**src/rtl/tw_front_pkg.sv**
```systemverilog
`timescale 1ns/1ps
package tw_front_pkg;

    localparam logic [3:0] TW_DEV_TYPE = 4'b1010;

    typedef enum logic [3:0] {
        S_IDLE,
        S_DEVSEL,
        S_ACK_DRIVE,
        S_ACK_END,
        S_WR_DATA,
        S_RD_DATA,
        S_RD_RELEASE,
        S_RD_SAMPLE,
        S_RD_RELOAD
    } tw_state_t;

endpackage

```
**src/rtl/tw_line_filter.sv**
```systemverilog
`timescale 1ns/1ps
module tw_line_filter #(
    parameter int SYNC_LEN = 2,
    parameter int WIN_LEN  = 3,
    parameter bit IDLE_LVL = 1'b1
) (
    input  logic clk,
    input  logic rst_n,
    input  logic pin,
    output logic lvl,
    output logic rise,
    output logic fall
);
    localparam int HALF = WIN_LEN / 2;

    logic [SYNC_LEN-1:0] sync_q;
    logic [WIN_LEN-1:0]  win_q;
    logic                lvl_q;
    logic                prev_q;

    always_ff @(posedge clk or negedge rst_n) begin
        if (!rst_n) begin
            sync_q <= {SYNC_LEN{IDLE_LVL}};
            win_q  <= {WIN_LEN{IDLE_LVL}};
            lvl_q  <= IDLE_LVL;
            prev_q <= IDLE_LVL;
        end else begin
            sync_q <= {sync_q[SYNC_LEN-2:0], pin};
            win_q  <= {win_q[WIN_LEN-2:0], sync_q[SYNC_LEN-1]};
            lvl_q  <= ($countones(win_q) > HALF);
            prev_q <= lvl_q;
        end
    end

    assign lvl  = lvl_q;
    assign rise = lvl_q & ~prev_q;
    assign fall = ~lvl_q & prev_q;

endmodule

```
**src/rtl/tw_bit_engine.sv**
```systemverilog
`timescale 1ns/1ps
module tw_bit_engine
    import tw_front_pkg::*;
#(
    parameter int POS_W = 3
) (
    input  logic             clk,
    input  logic             rst_n,
    input  logic             scl_hi,
    input  logic             scl_rise,
    input  logic             scl_fall,
    input  logic             sda_hi,
    input  logic             sda_rise,
    input  logic             sda_fall,
    input  logic [2:0]       strap_ce,
    input  logic             busy_in,
    input  logic [7:0]       rd_data,
    output logic             sda_oe,
    output logic             ev_start,
    output logic             ev_stop,
    output logic             rx_valid,
    output logic [7:0]       rx_data,
    output logic [POS_W-1:0] rx_pos,
    output logic             rd_req,
    output logic             mst_ack_valid,
    output logic             mst_ack
);
    localparam logic [POS_W-1:0] POS_MAX = {POS_W{1'b1}};

    tw_state_t        st_q, st_n;
    logic [6:0]       sh_q;
    logic [2:0]       bit_cnt;
    logic [7:0]       tx_q;
    logic [POS_W-1:0] pos_q;
    logic             rd_mode;

    logic       start_det, stop_det, last_bit, sel_hit;
    logic [7:0] full_byte;

    assign start_det = !busy_in && scl_hi && sda_fall;
    assign stop_det  = !busy_in && scl_hi && sda_rise;
    assign last_bit  = (bit_cnt == 3'd7);
    assign full_byte = {sh_q, sda_hi};
    assign sel_hit   = (full_byte[7:4] == TW_DEV_TYPE) && (full_byte[3:1] == strap_ce);

    // next-state logic
    always_comb begin
        st_n = st_q;
        if (busy_in)        st_n = S_IDLE;
        else if (start_det) st_n = S_DEVSEL;
        else if (stop_det)  st_n = S_IDLE;
        else begin
            unique case (st_q)
                S_IDLE:       ;
                S_DEVSEL:     if (scl_rise && last_bit) st_n = sel_hit ? S_ACK_DRIVE : S_IDLE;
                S_WR_DATA:    if (scl_rise && last_bit) st_n = S_ACK_DRIVE;
                S_ACK_DRIVE:  if (scl_fall) st_n = S_ACK_END;
                S_ACK_END:    if (scl_fall) st_n = rd_mode ? S_RD_DATA : S_WR_DATA;
                S_RD_DATA:    if (scl_rise && last_bit) st_n = S_RD_RELEASE;
                S_RD_RELEASE: if (scl_fall) st_n = S_RD_SAMPLE;
                S_RD_SAMPLE:  if (scl_rise) st_n = sda_hi ? S_IDLE : S_RD_RELOAD;
                S_RD_RELOAD:  if (scl_fall) st_n = S_RD_DATA;
                default:      st_n = S_IDLE;
            endcase
        end
    end

    // state register
    always_ff @(posedge clk or negedge rst_n) begin
        if (!rst_n) st_q <= S_IDLE;
        else        st_q <= st_n;
    end

    // outputs and datapath
    always_ff @(posedge clk or negedge rst_n) begin
        if (!rst_n) begin
            sh_q          <= '0;
            bit_cnt       <= '0;
            tx_q          <= '0;
            pos_q         <= '0;
            rd_mode       <= 1'b0;
            sda_oe        <= 1'b0;
            ev_start      <= 1'b0;
            ev_stop       <= 1'b0;
            rx_valid      <= 1'b0;
            rx_data       <= '0;
            rx_pos        <= '0;
            rd_req        <= 1'b0;
            mst_ack_valid <= 1'b0;
            mst_ack       <= 1'b0;
        end else begin
            ev_start      <= 1'b0;
            ev_stop       <= 1'b0;
            rx_valid      <= 1'b0;
            rd_req        <= 1'b0;
            mst_ack_valid <= 1'b0;
            if (busy_in) begin
                sda_oe  <= 1'b0;
                bit_cnt <= '0;
            end else if (start_det) begin
                ev_start <= 1'b1;
                sda_oe   <= 1'b0;
                bit_cnt  <= '0;
                pos_q    <= '0;
            end else if (stop_det) begin
                ev_stop <= 1'b1;
                sda_oe  <= 1'b0;
            end else begin
                case (st_q)
                    S_DEVSEL, S_WR_DATA: begin
                        if (scl_rise) begin
                            sh_q    <= full_byte[6:0];
                            bit_cnt <= bit_cnt + 3'd1;
                            if (last_bit && (st_q == S_WR_DATA || sel_hit)) begin
                                rx_valid <= 1'b1;
                                rx_data  <= full_byte;
                                rx_pos   <= pos_q;
                                if (pos_q != POS_MAX) pos_q <= pos_q + 1'b1;
                                if (st_q == S_DEVSEL) begin
                                    rd_mode <= full_byte[0];
                                    rd_req  <= full_byte[0];
                                end
                            end
                        end
                    end
                    S_ACK_DRIVE: if (scl_fall) sda_oe <= 1'b1;
                    S_ACK_END: begin
                        if (scl_fall) begin
                            bit_cnt <= '0;
                            if (rd_mode) begin
                                tx_q   <= rd_data;
                                sda_oe <= ~rd_data[7];
                            end else begin
                                sda_oe <= 1'b0;
                            end
                        end
                    end
                    S_RD_DATA: begin
                        if (scl_rise) bit_cnt <= bit_cnt + 3'd1;
                        if (scl_fall) sda_oe <= ~tx_q[3'd7 - bit_cnt];
                    end
                    S_RD_RELEASE: if (scl_fall) sda_oe <= 1'b0;
                    S_RD_SAMPLE: begin
                        if (scl_rise) begin
                            mst_ack_valid <= 1'b1;
                            mst_ack       <= ~sda_hi;
                            rd_req        <= ~sda_hi;
                        end
                    end
                    S_RD_RELOAD: begin
                        if (scl_fall) begin
                            bit_cnt <= '0;
                            tx_q    <= rd_data;
                            sda_oe  <= ~rd_data[7];
                        end
                    end
                    default: ;
                endcase
            end
        end
    end


    event_excl_chk: assert property (@(posedge clk) disable iff (!rst_n)
        !(ev_start && ev_stop));


    rx_quiet_chk: assert property (@(posedge clk) disable iff (!rst_n)
        rx_valid |-> !sda_oe);


    oe_scl_low_chk: assert property (@(posedge clk) disable iff (!rst_n)
        (scl_hi && $past(scl_hi) && !$past(busy_in) && !$past(start_det) && !$past(stop_det))
        |-> $stable(sda_oe));


    busy_release_chk: assert property (@(posedge clk) disable iff (!rst_n)
        busy_in |=> (!sda_oe && !ev_start && !ev_stop));


    start_clears_chk: assert property (@(posedge clk) disable iff (!rst_n)
        ev_start |-> !sda_oe);

endmodule

```
**src/rtl/tw_slave_frontend.sv**
```systemverilog
`timescale 1ns/1ps
module tw_slave_frontend #(
    parameter int SYNC_LEN = 2,
    parameter int WIN_LEN  = 3,
    parameter int POS_W    = 3
) (
    input  logic             clk,
    input  logic             rst_n,
    input  logic             scl_in,
    input  logic             sda_in,
    output logic             sda_oe,
    input  logic [2:0]       strap_ce,
    input  logic             busy_in,
    input  logic [7:0]       rd_data,
    output logic             ev_start,
    output logic             ev_stop,
    output logic             rx_valid,
    output logic [7:0]       rx_data,
    output logic [POS_W-1:0] rx_pos,
    output logic             rd_req,
    output logic             mst_ack_valid,
    output logic             mst_ack
);
    localparam int LINES = 2;

    logic [LINES-1:0] raw, lvl, rise, fall;
    assign raw = {sda_in, scl_in};

    for (genvar g = 0; g < LINES; g++) begin : g_line
        tw_line_filter #(
            .SYNC_LEN(SYNC_LEN),
            .WIN_LEN (WIN_LEN),
            .IDLE_LVL(1'b1)
        ) u_filt (
            .clk  (clk),
            .rst_n(rst_n),
            .pin  (raw[g]),
            .lvl  (lvl[g]),
            .rise (rise[g]),
            .fall (fall[g])
        );
    end

    tw_bit_engine #(.POS_W(POS_W)) u_eng (
        .clk          (clk),
        .rst_n        (rst_n),
        .scl_hi       (lvl[0]),
        .scl_rise     (rise[0]),
        .scl_fall     (fall[0]),
        .sda_hi       (lvl[1]),
        .sda_rise     (rise[1]),
        .sda_fall     (fall[1]),
        .strap_ce     (strap_ce),
        .busy_in      (busy_in),
        .rd_data      (rd_data),
        .sda_oe       (sda_oe),
        .ev_start     (ev_start),
        .ev_stop      (ev_stop),
        .rx_valid     (rx_valid),
        .rx_data      (rx_data),
        .rx_pos       (rx_pos),
        .rd_req       (rd_req),
        .mst_ack_valid(mst_ack_valid),
        .mst_ack      (mst_ack)
    );

endmodule

```
**config.mk**
```make
export PLATFORM = sky130hd
export DESIGN_NAME = tw_slave_frontend
export DESIGN_NICKNAME = d
export VERILOG_FILES = /design/src/rtl/tw_front_pkg.sv /design/src/rtl/tw_line_filter.sv /design/src/rtl/tw_bit_engine.sv /design/src/rtl/tw_slave_frontend.sv
export SDC_FILE = /design/constraint.sdc
export NUM_CORES = 1
export LEC_CHECK = 0
export CORE_MARGIN = 2
export CORE_UTILIZATION = 48
export DETAILED_ROUTE_END_ITERATION = 10
export DONT_BUFFER_PORTS = 1
export PLACE_DENSITY = 0.65
export SYNTH_ARGS = -nofsm -noshare
export SYNTH_HDL_FRONTEND = slang
export SYNTH_SLANG_ARGS = --single-unit
```
**constraint.sdc**
```tcl
create_clock -name clk -period 2.67 [get_ports clk]
set_clock_uncertainty 0.2 [all_clocks]
set_input_delay 0.534 -clock clk [delete_from_list [all_inputs] [get_ports clk]]
set_output_delay 0.534 -clock clk [all_outputs]
set_load 0.05 [all_outputs]
```
==> run summary, run 1 <==
Total clock sinks - 58
P_int - 1.30 mW
Post-synth top area share - 40.9%
Ys flop type - dfrtp_1
Residual DRC - 0
Cell with the most instances after synthesis - dfrtp_1
Synth top area cells - dfrtp_1 (41%), dfstp_2 (14%), mux2_2 (9.2%), mux2_4 (5.0%), ha_1 (2.8%)
Critical path fanouts, max - 8
Via density - 5.50
Max clock buf depth - 2
Post-synth top area cell - dfrtp_1
Placed cell area - 0.00280 mm²
First-pass GRT wire length - 8620 µm
CTS tree - done
DP Wirelength - 3300 µm
Max VDD drop - 344 µV
Max Clock Freq - 414 MHz
Setup crit start kind - flop
Met2 wire len - 2230 µm
Root Driver - clkbuf_8
Syn Inst Count - 212
Placer Congestion - 0.851
Final Hold Vio Count - 0
Ys Warns - 0
Mapped Avg Cell Area - 12.7 µm²
Final setup violation count - 0
Ports - 34
Layout overhead on the synthesized area - 12.3%
Port Buffers - 0
DRT antenna net count - 0
N_diodes - 0
Synth async-reset ratio - 100%
Initial drt markers - 109
CTS Buf Count - 9
Max Used Layer - met4
Reg power frac - 54.8%
Switching power - 0.401 mW
RSZ-0062 raised after global routing - no
Initial antenna violation count - 0
PD cells - 564 mW/mm²
Sequential fraction of the synthesis area - 54.6%
Vias in the first global route - 1,723
Setup bufs post-CTS - 0
Top post-synthesis cells by count - dfrtp_1 (44), mux2_2 (22), dfstp_2 (14)
Cell Area, Synth - 0.00269 mm²
Die area - 0.00622 mm²
Post-Route Setup TNS - 0 ns
Share of cells above drive strength 1 - 32.5%
Relative max-transition margin - 64.7%
Crit share post-route - 90.4%
Unique masters post-synth - 50
Synth Register Bits - 58
Clock-pin slew on the worst setup and hold paths - 0.07 ns
Static leakage - 1.44 nW
Fin util - 55.2%
Max-Cap Viols - 0
Clock power frac - 40.0%
Initial cell density of the core - 49.1%
Switching Share - 23.5%
H-tree depth - 3
Die width - 78.8 µm
Endpoint class of the critical path - flop
First-pass DRT Iterations - 4
Status - finished clean
Worst-margin pin slew - 0.529 ns
Routed WL - 4910 µm
Tightest Hold Check Type - input pin to flop
Tot GR Track Use - 18.3%
M1 wire length - 2270 µm
DR WL/cell - 16.2 µm
Row cnt - 27
Critical Path AT - 2.43 ns
Gate power share - 5.3%
FILL cells - 485
Chip height - 78.8 µm
Pin count of the biggest net entering global routing - 59
Final Max Tran Viols - 0
Congestion Overflow GR - 0
Worst EP required - 2.69 ns
Clk_lat worst skew - 0.33 ns
Post-synth EDFFs - 0
Design Area, Final - 0.00302 mm²
WS Path Type - flop to flop
Core box area - 0.00547 mm²
Vias - 1,665
Metal3 WL - 294 µm
Nets - 248
Min cycle time layout - 2.41 ns
Syn Nets - 234
## metrics by stage
stage          total power [mW]  hold WS (ns)  std cells  setup WS (ns)
6_report                   1.70         0.150        303          0.257
5_1_grt                    1.79         0.136        303          0.133
4_1_cts                    1.73         0.133        303          0.249
3_5_place_dp               1.01        0.0403        283          0.263
3_3_place_gp               1.01        0.0403        283          0.288
2_1_floorplan             0.995        0.0384        212          0.131
## logic make-up (layout without fill, tap and decap cells)
group / after synthesis / in the layout / share of synthesized area, %
XOR/XNOR: 7 / 7 / 2.28
flip-flops: 58 / 58 / 54.6
AO/OA/AOI/OAI: 39 / 39 / 9.77
adder cells (fa/ha/maj): 6 / 6 / 2.79
multiplexers: 35 / 35 / 16.7
buffers and inverters: 16 / 35 / 2.61
AND/OR/NAND/NOR: 51 / 51 / 11.3
## path summary, 6_finish.rpt
| kind | startpoint | slack [ns] | end | cells after the start |
|---|---|---|---|---|
| min in group asynchronous | rst_n | 0.54 | u_eng.sda_oe | 2 |
| hold reg to reg | g_line[0].u_filt.sync_q[1] | 0.16 | g_line[0].u_filt.win_q[0] | 0 |
| max in group asynchronous | rst_n | 1.42 | g_line[0].u_filt.sync_q[1] | 2 |
| setup / recovery | g_line[1].u_filt.lvl | 0.26 | u_eng.sh_q[4] | 5 |
| hold / removal | rd_data[7] | 0.15 | u_eng.tx_q[7] | 1 |
| setup reg to reg | g_line[1].u_filt.lvl | 0.26 | u_eng.sh_q[4] | 5 |
## repair_timing
item,in CTS,in global routing
hold endpoints to repair,60,0
hold buffers,4,0
resized for setup,0,0
## cell type report
class,count,area [µm²],share of cell area [%]
clock inverters,3,15.0,0.497
inverters,6,22.5,0.746
well taps,72,90.1,2.98
clock buffers,13,149,4.93
flip-flops and latches,58,1470,48.6
repair buffers,13,125,4.14
multi-input cells,138,1150,38.1
## power by group through the flow
stage,combinational (mW),clock [mW],sequential [mW]
6_report,0.0898,0.681,0.934
5_1_grt,0.103,0.747,0.938
4_1_cts,0.0918,0.709,0.934
3_5_place_dp,0.0648,0,0.950
3_3_place_gp,0.0643,0,0.950
2_1_floorplan,0.0552,0,0.940
## metal layers
layer	GRT usage [%]	vias up
met2	25.3	46
met4	7.59	0
met5	0	-
met1	26.1	814
li1	-	794
met3	6.82	11
## placed cells by master, fill, tap and decap left out, types with 3 or more instances in the layout
| master | n |
|---|---|
| dfrtp_1 | 44 |
| mux2_2 | 22 |
| dfstp_2 | 14 |
| nor2_1 | 11 |
| a21oi_1 | 11 |
| clkbuf_8 | 10 |
| nand2b_1 | 9 |
| mux2_4 | 9 |
| buf_4 | 9 |
| nand2_1 | 7 |
| o21ai_0 | 7 |
| inv_1 | 6 |
| ha_1 | 6 |
| a21o_1 | 4 |
| or3_1 | 4 |
| xnor2_1 | 4 |
| xor2_1 | 3 |
| nor3_1 | 3 |
| clkbuf_1 | 3 |
| clkinv_2 | 3 |
| dlygate4sd3_1 | 3 |
## worst max-delay path: stages, from the launching register on
cell and delay (ns):
dfstp_2 0.61, xor2_1 0.11, or3_1 0.46, nor4_4 0.34, buf_4 0.23, mux2_2 0.35
## flip-flops by register name (all words and copies together), names as in the netlist, 4 cells and up
register / count
u_eng.rx_data: 8
u_eng.tx_q: 8
u_eng.sh_q: 7
g_line.u_filt.win_q: 6
g_line.u_filt.sync_q: 4
u_eng.st_q: 4
Power figures use the tool's default switching activity.
==> inputs of run 2 (changes only) <==
--- a/config.mk
+++ b/config.mk
@@ -6,10 +6,9 @@
 export NUM_CORES = 1
 export LEC_CHECK = 0
 export CORE_MARGIN = 2
-export CORE_UTILIZATION = 48
+export CORE_UTILIZATION = 47
 export DETAILED_ROUTE_END_ITERATION = 10
 export DONT_BUFFER_PORTS = 1
-export PLACE_DENSITY = 0.65
 export SYNTH_ARGS = -nofsm -noshare
 export SYNTH_HDL_FRONTEND = slang
 export SYNTH_SLANG_ARGS = --single-unit
==> run 2 against run 1 <==
Against the previous run:
- setup slack got worse by 0.015 ns
- largest cell class unchanged
- highest routed layer unchanged
- fmax shrank 0.63%
- utilization barely moved
- global-route usage grew 1.6 points
- clock power grew 17%
- clock-buffer cell count fell by 2
- non-clock buffer count down 2
- hold slack improved by 0.0037 ns
- sequential cell count did not move
- critical path depth stayed put
==> run summary, run 2 (same netlist as run 1, synthesis figures left out) <==
Setup crit start kind - flop
Critical path fanouts, max - 10
Ports - 34
DRT antenna net count - 0
First-pass DRT Iterations - 4
Initial antenna violation count - 0
Relative max-transition margin - 56.5%
Max clock buf depth - 2
Nets - 246
Clk_lat worst skew - 0.33 ns
Max-Cap Viols - 0
Die area - 0.00634 mm²
Vias in the first global route - 1,875
Static leakage - 1.45 nW
Chip height - 79.6 µm
Post-Route Setup TNS - 0 ns
PD cells - 600 mW/mm²
Final Hold Vio Count - 0
Status - finished clean
Congestion Overflow GR - 0
DR WL/cell - 18.1 µm
Residual DRC - 0
Port Buffers - 0
Core box area - 0.00551 mm²
Root Driver - clkbuf_8
Routed WL - 5450 µm
Initial cell density of the core - 48.8%
DP Wirelength - 3760 µm
Endpoint class of the critical path - flop
Min cycle time layout - 2.43 ns
Max Clock Freq - 412 MHz
Worst EP required - 2.68 ns
Worst-margin pin slew - 0.652 ns
Crit share post-route - 91.0%
Pin count of the biggest net entering global routing - 59
H-tree depth - 3
Max VDD drop - 537 µV
CTS Buf Count - 9
Placer Congestion - 0.838
Die width - 79.6 µm
Hold Slack - 0.154 ns
Vias - 1,737
First-pass GRT wire length - 9550 µm
Final Max Tran Viols - 0
Share of cells above drive strength 1 - 32.8%
Layout overhead on the synthesized area - 12.9%
N_diodes - 0
RSZ-0062 raised after global routing - no
Most common cell after layout, fill and taps aside - dfrtp_1
Initial drt markers - 164
Clock-pin slew on the worst setup and hold paths - 0.06 ns
Critical Path AT - 2.44 ns
CTS tree - done
Tightest Hold Check Type - input pin to flop
Most frequent cells in the layout - dfrtp_1 (44), mux2_2 (22), dfstp_2 (14), nor2_1 (11), a21oi_1 (11)
Via density - 5.77
Total clock sinks - 58
Tot GR Track Use - 20.0%
Top flop regs - u_eng.rx_data (8), u_eng.tx_q (8), u_eng.sh_q (7)
Row cnt - 27
WS Path Type - flop to flop
Final setup violation count - 0
## run 2: changes by cell type in the layout (fill, tap and decap cells not counted)
cell / before / now
buf_4: 9 / 7
clkbuf_1: 3 / 1
bufinv_16: 0 / 1
clkinv_4: 0 / 1
## run 2: worst paths after layout
path / cells after the start / slack, ns / endpoint / start
worst min register to register: 0 / 0.16 / g_line[0].u_filt.sync_q[1] / g_line[0].u_filt.sync_q[0]
max in group asynchronous: 2 / 1.45 / g_line[0].u_filt.win_q[0] / rst_n
worst max-delay path: 5 / 0.24 / u_eng.sh_q[6] / g_line[0].u_filt.lvl
worst max register to register: 5 / 0.24 / u_eng.sh_q[6] / g_line[0].u_filt.lvl
min in group asynchronous: 2 / 0.52 / u_eng.rx_data[7] / rst_n
worst min-delay path: 1 / 0.15 / u_eng.tx_q[4] / rd_data[4]
## run 2: critical path, cell delays in order, from the launching register on
cell	delay, ns
dfstp_2	0.62
nand2b_1	0.14
or3_1	0.45
nor4_4	0.33
buf_4	0.23
mux2_2	0.34
## run 2: repair_timing
action                                 in CTS  in global routing
endpoints found under the hold margin      60                  0
resized for setup                           0                  0
setup buffers                               0                  0
hold buffers                                4                  0
## run 2: layout make-up
| class | instances | area (µm²) |
|---|---|---|
| flip-flops and latches | 58 | 1470 |
| clock inverters | 5 | 53.8 |
| clock buffers | 11 | 141 |
| repair buffers | 11 | 110 |
| inverters | 6 | 22.5 |
| multi-input cells | 138 | 1150 |
| well taps | 72 | 90.1 |
| fillers | 477 | 2470 |
## run 2: routing by layer
layer  global-route usage [%]  wire, µm
met4                     8.79        84
met2                     30.3      2660
met3                     4.75       214
met5                        0         0
met1                     27.3      2490
## run 2: metrics by stage
stage	worst slack (ns)	util [%]	cells	total power, mW	instance area [µm²]
3_5_place_dp	0.256	50.6	281	1.02	2780
3_3_place_gp	0.286	50.6	281	1.02	2780
4_1_cts	0.233	55.1	301	1.84	3040
5_1_grt	0.112	55.1	301	1.90	3040
2_1_floorplan	0.131	-	212	0.995	2690
6_report	0.242	55.1	301	1.82	3040
## run 2: report_power, final
group          internal [mW]  switching (mW)
Combinational         0.0371          0.0536
Clock                  0.453           0.342
Sequential             0.909          0.0280
==> inputs of run 3 (changes only) <==
--- a/config.mk
+++ b/config.mk
@@ -9,6 +9,7 @@
 export CORE_UTILIZATION = 47
 export DETAILED_ROUTE_END_ITERATION = 10
 export DONT_BUFFER_PORTS = 1
+export MAX_ROUTING_LAYER = met4
 export SYNTH_ARGS = -nofsm -noshare
 export SYNTH_HDL_FRONTEND = slang
 export SYNTH_SLANG_ARGS = --single-unit
==> constraint.sdc (replaced) <==
create_clock -name clk -period 2.3 [get_ports clk]
set_clock_uncertainty 0.2 [all_clocks]
set_input_delay 0.46 -clock clk [delete_from_list [all_inputs] [get_ports clk]]
set_output_delay 0.46 -clock clk [all_outputs]
set_load 0.05 [all_outputs]
==> run 3 against run 2 <==
Against the previous run:
- clock power is 18% higher
- fmax is 8.4% higher
- clock-buffer cell count is 3 higher
- combinational power is 42% higher
- largest power group unchanged
- sequential cell count stayed put
- utilization is 1.7 points higher
- largest cell class unchanged
- wire length is 2.6% lower
- non-clock buffer count is 11 higher
- global-route usage is 0.71 points lower
- setup slack worse by 0.18 ns
==> run summary, run 3 (same netlist as run 1, synthesis figures left out) <==
Layout overhead on the synthesized area - 16.4%
Hold Path Depth - 1
Bufs and invs on worst path - 0
Worst-margin pin slew - 0.495 ns
Residual DRC - 0
Routed WL - 5310 µm
Gate power share - 6.0%
Pin count of the biggest net entering global routing - 59
Initial antenna violation count - 0
Design Area, Final - 0.00313 mm²
Setup bufs post-CTS - 0
CTS resizes - 0
Worst EP required - 2.32 ns
Most frequent cells in the layout - dfrtp_1 (44), mux2_2 (22), buf_4 (18), dfstp_2 (14)
Critical Path AT - 2.26 ns
H-tree depth - 3
Final Max Tran Viols - 0
Chip height - 79.6 µm
Relative max-transition margin - 67.0%
Slowest Stage Delay on Critical Path - 0.42 ns
Tot GR Track Use - 19.3%
GRT met1 Usage - 25.1%
Clk_lat worst skew - 0.33 ns
DR WL/cell - 17.0 µm
Share of cells above drive strength 1 - 35.4%
Crit share post-route - 97.4%
Gr busiest metal - met2
Top flop regs - u_eng.rx_data (8), u_eng.tx_q (8), u_eng.sh_q (7)
Hold EP - u_eng.tx_q[7]
Final setup violation count - 0
Reg2Reg Depth - 5
Clock power frac - 43.7%
Max clock buf depth - 2
Row cnt - 27
Global Route met2 Usage - 28.4%
Endpoint class of the critical path - flop
PD cells - 684 mW/mm²
Critical path, cell by cell - nor4bb_1, nand4_1, a21oi_1, nand2_4, mux2_4
Total power - 2.14 mW
Initial drt markers - 137
Die width - 79.6 µm
Switching power - 0.472 mW
Initial cell density of the core - 48.8%
First-pass GRT wire length - 8990 µm
Static leakage - 1.50 nW
First-pass DRT Iterations - 7
Critical path fanouts, max - 12
Nets - 257
RSZ-0062 raised after global routing - yes
Reg-to-Reg Start - u_eng.sh_q[5]
WS Path Type - flop to flop
Max-Cap Viols - 0
Placer Congestion - 0.932
Status - finished clean
Delay-heaviest family, CP - simple AND/OR/NAND/NOR gates
Congestion Overflow GR - 0
CTS Buf Count - 9
Vias in the first global route - 1,811
Switching Share - 22.1%
Worst R2R Setup Slack - 0.06 ns
Final Hold Vio Count - 0
Die area - 0.00634 mm²
N_diodes - 0
Placed cell area - 0.00287 mm²
CTS tree - done
Reg2reg end - u_eng.rx_data[4]
Reg power frac - 50.3%
DRT antenna net count - 0
Via density - 5.62
Root Driver - clkbuf_8
P_int - 1.67 mW
Clock-pin slew on the worst setup and hold paths - 0.06 ns
Port Buffers - 0
Vias - 1,753
Max VDD drop - 433 µV
Setup crit start kind - flop
Min cycle time layout - 2.24 ns
Met3 Use GR - 5.09%
Tightest Hold Check Type - input pin to flop
Hold path startpoint - rd_data[7]
Core box area - 0.00551 mm²
DP Wirelength - 3760 µm
Max Clock Freq - 447 MHz
Most common cell after layout, fill and taps aside - dfrtp_1
Ports - 34
Total clock sinks - 58
Crit-path slowest cell - dfrtp_1
==> run 3: changes by cell type in the layout (fill, tap and decap cells not counted), sizes merged <==
cell and change:
buf +11, clkbuf +3, clkinv -3
==> run 3: metal layers <==
layer | vias to the layer above | wire length (µm)
li1 | 818 | -
met1 | 885 | 2450
met2 | 38 | 2520
met3 | 12 | 203
met4 | 0 | 125
met5 | - | 0
==> run 3: area by class of cell <==
class,instances,area (µm²)
Clock buffer,14,163
Clock inverter,2,35.0
Fill cell,456,2380
Inverter,6,22.5
Multi-Input combinational cell,138,1160
Sequential cell,58,1470
Tap cell,72,90.1
Timing Repair Buffer,22,193
==> run 3: power groups by stage <==
stage	clock (mW)	sequential [mW]	combinational (mW)
3_5_place_dp	0	1.10	0.100
3_3_place_gp	0	1.09	0.0998
5_1_grt	1.00	1.08	0.143
6_report	0.935	1.08	0.129
2_1_floorplan	0	1.09	0.0708
4_1_cts	0.954	1.08	0.131
==> run 3: worst max path at each step <==
stage	cells after the start	startpoint	end	slack, ns
after detailed placement	5	g_line[1].u_filt.prev_q	u_eng.sh_q[5]	0.08
final	5	u_eng.sh_q[5]	u_eng.rx_data[4]	0.06
after global routing	5	g_line[1].u_filt.prev_q	u_eng.sh_q[1]	-0.02
after floorplan	8	g_line[0].u_filt.lvl	u_eng.rx_data[0]	-0.19
after global placement	5	u_eng.sh_q[3]	u_eng.rx_data[2]	0.1
after CTS	5	g_line[1].u_filt.prev_q	u_eng.sh_q[5]	0.07
==> run 3: worst register-to-register path, cell delays in order, from the launching register on <==
cell	delay (ns)
dfrtp_1	0.42
nor4bb_1	0.33
nand4_1	0.31
a21oi_1	0.33
nand2_4	0.20
mux2_4	0.34
==> run 3: repair_timing <==
| action | CTS | global route |
|---|---|---|
| hold buffers | 4 | 0 |
| hold endpoints to repair | 60 | 0 |
| setup endpoints to repair | 0 | 15 |
==> run 3: through the flow <==
stage               instances  util [%]  TNS (ns)  hold slack, ns  setup slack, ns
global route              312      56.8    -0.129          0.0653          -0.0214
detailed placement        292      52.2         0         -0.0343           0.0782
finish                    312      56.8         0          0.0779           0.0604
floorplan                 212         -     -1.91         -0.0356           -0.192
CTS                       312      56.8         0          0.0660           0.0664
global placement          292      52.2         0         -0.0344           0.0985
